File: src/rtl/cdt_pkg.sv
package cdt_pkg;
  typedef enum logic {
    MODE_EDGE  = 1'b0,
    MODE_LEVEL = 1'b1
  } cdt_mode_e;
endpackage

File: src/rtl/cdt_count_reg.sv
module cdt_count_reg #(
  parameter int W = 32
) (
  input  logic         clk,
  input  logic         rst,
  input  logic         tick_i,
  input  logic         wr_en_i,
  input  logic [W-1:0] wr_data_i,
  output logic [W-1:0] count_q,
  output logic [W-1:0] count_nxt
);
  localparam logic [W-1:0] RELOAD = '1;
  localparam logic [W-1:0] ONE    = W'(1);

  // a write overrides a simultaneous tick
  always_comb begin
    if (wr_en_i)     count_nxt = wr_data_i;
    else if (tick_i) count_nxt = count_q - ONE;
    else             count_nxt = count_q;
  end

  always_ff @(posedge clk) begin
    if (rst) count_q <= RELOAD;
    else     count_q <= count_nxt;
  end
endmodule

File: src/rtl/cdt_event_detect.sv
module cdt_event_detect
  import cdt_pkg::*;
#(
  parameter int W          = 32,
  parameter int NEAR_LIMIT = 3
) (
  input  cdt_mode_e    mode_i,
  input  logic         tick_i,
  input  logic         wr_en_i,
  input  logic [W-1:0] wr_data_i,
  input  logic [W-1:0] count_q,
  input  logic [W-1:0] count_nxt,
  output logic         raise_o,
  output logic         drop_o
);
  localparam int           TOP    = W - 1;
  localparam logic [W-1:0] NEAR_V = W'(NEAR_LIMIT);

  logic wr_near, wr_top_rise, tick_expire, level_hold;

  always_comb begin
    wr_near     = wr_en_i && (wr_data_i < NEAR_V);
    wr_top_rise = wr_en_i && wr_data_i[TOP] && !count_q[TOP];
    tick_expire = !wr_en_i && tick_i && (count_q < NEAR_V);
    level_hold  = (mode_i == MODE_LEVEL) && count_nxt[TOP];
    raise_o     = wr_near || tick_expire || level_hold ||
                  ((mode_i == MODE_EDGE) && wr_top_rise);
    drop_o      = (mode_i == MODE_LEVEL) && wr_en_i && !wr_data_i[TOP];
  end
endmodule

File: src/rtl/cdt_irq_ctrl.sv
module cdt_irq_ctrl
  import cdt_pkg::*;
(
  input  logic      clk,
  input  logic      rst,
  input  logic      mode_level_i,
  input  logic      raise_i,
  input  logic      drop_i,
  input  logic      ack_i,
  output cdt_mode_e mode_q,
  output logic      irq_q
);
  logic clear;

  always_comb clear = drop_i || ((mode_q == MODE_EDGE) && ack_i);

  always_ff @(posedge clk) begin
    if (rst) begin
      mode_q <= mode_level_i ? MODE_LEVEL : MODE_EDGE;
      irq_q  <= mode_level_i;  // reload value has top bit set
    end else if (raise_i) begin
      irq_q <= 1'b1;
    end else if (clear) begin
      irq_q <= 1'b0;
    end
  end
endmodule

File: src/rtl/countdown_irq_timer.sv
module countdown_irq_timer
  import cdt_pkg::*;
#(
  parameter int W          = 32,
  parameter int NEAR_LIMIT = 3
) (
  input  logic         clk,
  input  logic         rst,
  input  logic         mode_level_i,
  input  logic         tick_i,
  input  logic         wr_en_i,
  input  logic [W-1:0] wr_data_i,
  input  logic         ack_i,
  output logic [W-1:0] count_o,
  output logic         irq_o
);
  logic [W-1:0] count_q, count_nxt;
  logic         raise, drop;
  cdt_mode_e    mode_level_q;

  cdt_count_reg #(.W(W)) u_cnt (
    .clk(clk), .rst(rst), .tick_i(tick_i), .wr_en_i(wr_en_i),
    .wr_data_i(wr_data_i), .count_q(count_q), .count_nxt(count_nxt)
  );

  cdt_event_detect #(.W(W), .NEAR_LIMIT(NEAR_LIMIT)) u_evt (
    .mode_i(mode_level_q), .tick_i(tick_i), .wr_en_i(wr_en_i),
    .wr_data_i(wr_data_i), .count_q(count_q), .count_nxt(count_nxt),
    .raise_o(raise), .drop_o(drop)
  );

  cdt_irq_ctrl u_irq (
    .clk(clk), .rst(rst), .mode_level_i(mode_level_i), .raise_i(raise),
    .drop_i(drop), .ack_i(ack_i), .mode_q(mode_level_q), .irq_q(irq_o)
  );

  assign count_o = count_q;
endmodule

File: config.mk
export PLATFORM = sky130hd
export DESIGN_NAME = countdown_irq_timer
export DESIGN_NICKNAME = d
export VERILOG_FILES = /design/src/rtl/cdt_pkg.sv /design/src/rtl/cdt_count_reg.sv /design/src/rtl/cdt_event_detect.sv /design/src/rtl/cdt_irq_ctrl.sv /design/src/rtl/countdown_irq_timer.sv
export SDC_FILE = /design/constraint.sdc
export NUM_CORES = 1
export LEC_CHECK = 0
export BUFFER_PORTS_ARGS = -buffer_cell sky130_fd_sc_hd__buf_2
export CAP_MARGIN = 15
export CORE_MARGIN = 4
export CORE_UTILIZATION = 49
export DETAILED_ROUTE_END_ITERATION = 8
export PLACE_DENSITY = 0.78
export REMOVE_ABC_BUFFERS = 1
export SLEW_MARGIN = 20
export SYNTH_ARGS = -nofsm -noshare
export SYNTH_HDL_FRONTEND = slang
export SYNTH_SLANG_ARGS = --single-unit
File: constraint.sdc
create_clock -name clk -period 2.7 [get_ports clk]
set_input_delay 0.405 -clock clk [delete_from_list [all_inputs] [get_ports clk]]
set_output_delay 0.405 -clock clk [all_outputs]
set_load 0.01 [all_outputs]
# --- After elaboration in Yosys (flattened, before gate mapping) ---
# Cells that the tools add are included.
word_totals:
  elab_cells: 33
  ff_bits: 34
op_classes:
  n_bitwise: 1
  magnitude_cmp: 2
  mux: 6
  add_sub_neg: 1
  reduce_logical: 19
ops:
  columns: ["cell", "n"]
  rows:
  - ["$lt A32 B2 Y1 const B", 2]
  - ["$mux W32", 2]
  - ["$sub A32 B1 Y32 const B", 1]
  - ["$logic_and A1 B1 Y1", 10]
  - ["$logic_or A1 B1 Y1", 4]
  - ["$mux W1", 4]
  - ["$logic_not A1 Y1", 3]
  - ["$reduce_bool A3 Y1", 1]
  - ["$reduce_bool A2 Y1", 1]
  - ["$not A1 Y1", 1]

# --- Logic depth before layout (Yosys ltp) ---
logic_depth:
  ltp_word: 8
  depth_mapped: 8
  ltp_nobuf: 8

# --- Hierarchy ---
# A second synthesis with hierarchy kept.
hier_totals:
  cells_unflattened: 334
  area_unflattened_um2: 2628.8
by_module_without_submodules:
  columns: ["mod", "cells_per_inst", "area_per_inst_um2", "instances"]
  rows:
  - ["cdt_count_reg", 302, 2356.0, 1]
  - ["cdt_event_detect", 26, 183.9, 1]
  - ["cdt_irq_ctrl", 6, 88.8, 1]

# --- Worst setup path before layout ---
# OpenSTA, ideal clock, no wires.
synth_timing:
  path_kind: "register to register"
  startpoint: "reg u_cnt.count_q[24]"
  endpoint: "reg u_irq.irq_q, data pin"
  setup_ns: 0.266
  arrival_ns: 2.188
  stages_incl_launch_ff: 7
  required_ns: 2.434
  setup_slack_ns: 0.246
  cell_sequence: "dfxtp_1 -> or4_4 -> or3_1 -> or3b_1 -> o21a_1 -> o311ai_1 -> a2bb2oi_1"
synth_via:
  elab_chain_len: 8
synth_lines:
  columns: ["element", "line", "source"]
  rows:
  - ["start, declared", "cdt_count_reg.sv:9", "output logic [W-1:0] count_q,"]
  - ["start signal, assigned", "cdt_count_reg.sv:24", "else count_q <= count_nxt;"]
  - ["$sub A32 B1 Y32", "cdt_count_reg.sv:18", "else if (tick_i) count_nxt = count_q - ONE;"]
  - ["$mux W32", "cdt_count_reg.sv:18", null]
  - ["$mux W32", "cdt_count_reg.sv:17", "if (wr_en_i) count_nxt = wr_data_i;"]
  - ["$logic_and A1 B1 Y1", "cdt_event_detect.sv:25", "level_hold = (mode_i == MODE_LEVEL) && count_nxt[TOP];"]
  - ["$logic_or A1 B1 Y1 (*) (2 in series)", "cdt_event_detect.sv:26", "raise_o = wr_near || tick_expire || level_hold ||"]
  - ["$mux W1 (*)", "cdt_irq_ctrl.sv:21", "end else if (raise_i) begin"]
  - ["$mux W1 (*)", "cdt_irq_ctrl.sv:18", "if (rst) begin"]
  - ["end signal, assigned", "cdt_irq_ctrl.sv:20", "irq_q <= mode_level_i;"]
  - ["end, declared", "cdt_irq_ctrl.sv:11", "output logic irq_q"]
# Mark *: on every way between the ends. The rest lies on a longest branch, timed or not. The select of a mux whose other input is x is not followed.
# A chain may end at the register's enable or synchronous reset.

# --- Final worst setup path ---
layout_timing:
  startpoint: "reg u_cnt.count_q[25]"
  endpoint: "reg u_irq.irq_q, enable pin"
layout_via:
  elab_chain_len: 7
layout_lines:
  columns: ["element", "line"]
  rows:
  - ["$sub A32 B1 Y32", "cdt_count_reg.sv:18"]
  - ["$mux W32", "cdt_count_reg.sv:18"]
  - ["$mux W32", "cdt_count_reg.sv:17"]
  - ["$logic_and A1 B1 Y1", "cdt_event_detect.sv:25"]
  - ["$logic_or A1 B1 Y1 (*) (2 in series)", "cdt_event_detect.sv:26"]
  - ["$reduce_bool A3 Y1 (no source line) (*)", null]
# Marks and branches as above.

==> results.txt <==
Remaining DRCs - 0
footprint of the multi-input gates - 1217 um^2
final wirelength - 5346 um
largest net degree at the start of global routing - 29
maxcap violations - 0
latest clock arrival within the worst-skew pair - 300 ps
synthesized area - 1977 um^2
gr usage total - 21.55%
Post-DP Area - 2385 um^2
PortBufs - 70
Max Clock Skew - 10.85 ps
most frequent cells in the layout - buf_2 (70), nand2_1 (33), dfxtp_1 (32), nor2_1 (17)
minimum clock period - 2534 ps
cts repair resizes - 0
vias in the first global route - 1905
DR pass1 iterations - 5
max_slew headroom - 59.95%
commonest non-fill, non-tap cell in the layout - buf_2
diode count - 0
outcome - finished clean
actual slew at the worst max-slew pin - 600.1 ps
achievable clock frequency - 394.6 MHz
post-placement cell count - 347
Sequential Area - 700.7 um^2
routed len/inst - 15.06 um
root buffer cell - clkbuf_8
Hold Vio Cnt, Final - 0
Die H - 71.52 um
Setup CP Type - reg -> reg
hold_buf cts - 0
clock-pin slew on the worst setup and hold paths - 80 ps
Synth Register Bits - 34
Placement Rows - 22
fin area - 2476 um^2
Yosys warnings - 0
CTS tree - yes
core area - 3771 um^2
Startpoint Class - register
die footprint - 5114 um^2
P per Cell Area - 470.8 nW/um^2
initial antenna violation count - 0
final period utilization - 93.86%
Max Slew Vio Count - 0
Netlist cell types - 48
clk sink count - 34
final setup fails - 0
sequential area share after synthesis - 35.44%
clock tree buffer depth - 2
critical path arrival - 2560 ps
CTS buffer count - 5
Worst EP required - 2720 ps
P&R area growth vs syn - 25.25%
total grt overflow - 0
I/O Pins - 71
die width - 71.52 um
CP endpoint kind - register
EDFF count, synth - 2
first-pass GRT wire length - 8769 um
Vias - 2027
# fillers - 330
H-tree level count - 2
WHS - 297.3 ps
initial core utilization - 52.42%
Setup TNS - 0 ps
total power - 1166 uW
detailed router's first-iteration violation count - 198
postcts setup bufs - 0
placer congestion estimate - 0.8423
Mapped Cells - 234
Final Net Count - 346
post-route ant nets - 0
worst vdd ir - 248.9 uV
FFs w/ async S/R, synth - 0%
Hold Path Class - in -> reg
Top FF cell, synth - dfxtp_1
Layout Cells excl Fill - 355
Leak Pwr - 0.001003 uW
vias per cell - 5.710
RSZ-0062 raised after global routing - no
share of cells above drive strength 1 - 30.29%
dpl hpwl - 4067 um
Critical Path Fanout Max - 6
synthesized area per cell - 8.448 um^2
[state kept, by name, indices dropped and copies added (netlist names)]
name / cells
u_cnt.count_q: 32
u_irq.irq_q: 1
u_irq.mode_q: 1
[synthesized netlist by cell type, drive strengths merged (3+ instances only)]
| cell type | count | area (um^2) |
|---|---|---|
| o211ai | 6 | 50.05 |
| nand2 | 34 | 130.1 |
| inv | 5 | 18.76 |
| nand2b | 4 | 25.02 |
| xnor2 | 15 | 131.4 |
| o21ai | 12 | 60.06 |
| or4 | 6 | 48.80 |
| nor2 | 17 | 63.81 |
| nand4 | 5 | 37.53 |
| mux2i | 12 | 120.1 |
| nand3 | 3 | 15.01 |
| clkbuf | 6 | 22.52 |
| a21oi | 4 | 20.02 |
| o21a | 3 | 22.52 |
| dfxtp | 32 | 640.6 |
| nor3 | 15 | 75.07 |
| nor4 | 13 | 111.4 |
| xor2 | 10 | 87.58 |
| buf | 4 | 17.52 |
| or3 | 3 | 18.77 |
[kinds of logic (layout without fill, tap and decap cells)]
kind of cell	after synthesis	after routing	synth area share, %
compound gates	34	34	11.46
xor+xnor	25	25	11.08
fa+ha+maj	2	2	1.266
buf+inv	15	88	2.974
flops	34	34	35.44
mux	12	12	6.076
simple gates	112	112	31.71
[layout make-up]
type / instances / share of cell area [%]
multi-input cells: 185 / 49.17
clock inverters: 1 / 0.2021
inverters: 5 / 0.7580
clock buffers: 7 / 3.487
well taps: 48 / 2.425
flip-flops and latches: 34 / 28.30
repair buffers: 75 / 15.66
[worst paths after layout]
kind                           from           endpoint  slack (ps)  cells past startpoint
hold / removal         mode_level_i       u_irq.mode_q         300                      1
setup / recovery  u_cnt.count_q[25]        u_irq.irq_q         170                      6
hold reg to reg   u_cnt.count_q[29]  u_cnt.count_q[29]         610                      2
setup reg to reg  u_cnt.count_q[25]        u_irq.irq_q         170                      6
[power by group]
group	switching (uW)	leakage, uW	internal (uW)
registers	38.6	0.000286	539
logic	102	0.000669	91.0
clock network	189	0.0000482	206
total	330	0.00100	836
[metal layers]
metal | up-vias | wire length (um) | global-route usage [%]
li1 | 993 | - | -
met1 | 952 | 2394 | 27.76
met2 | 70 | 2466 | 33.98
met3 | 12 | 381 | 6.872
met4 | 0 | 104 | 7.307
met5 | - | 0 | 0
[metrics by stage]
| step | util (%) | worst slack (ps) |
|---|---|---|
| 6_report | 65.66 | 165.9 |
| 3_3_place_gp | 63.24 | 235.2 |
| 2_1_floorplan | - | 246.1 |
| 5_1_grt | 65.66 | 45.47 |
| 3_5_place_dp | 63.24 | 178.0 |
| 4_1_cts | 65.66 | 160.7 |
[worst max-delay path: stages, from the launching register on]
cell	delay, ps
dfxtp_1	360
or4_4	550
or3_1	360
or3b_1	440
nor3_1	340
o41ai_1	130
nand2_1	90
Power figures use the tool's default switching activity.
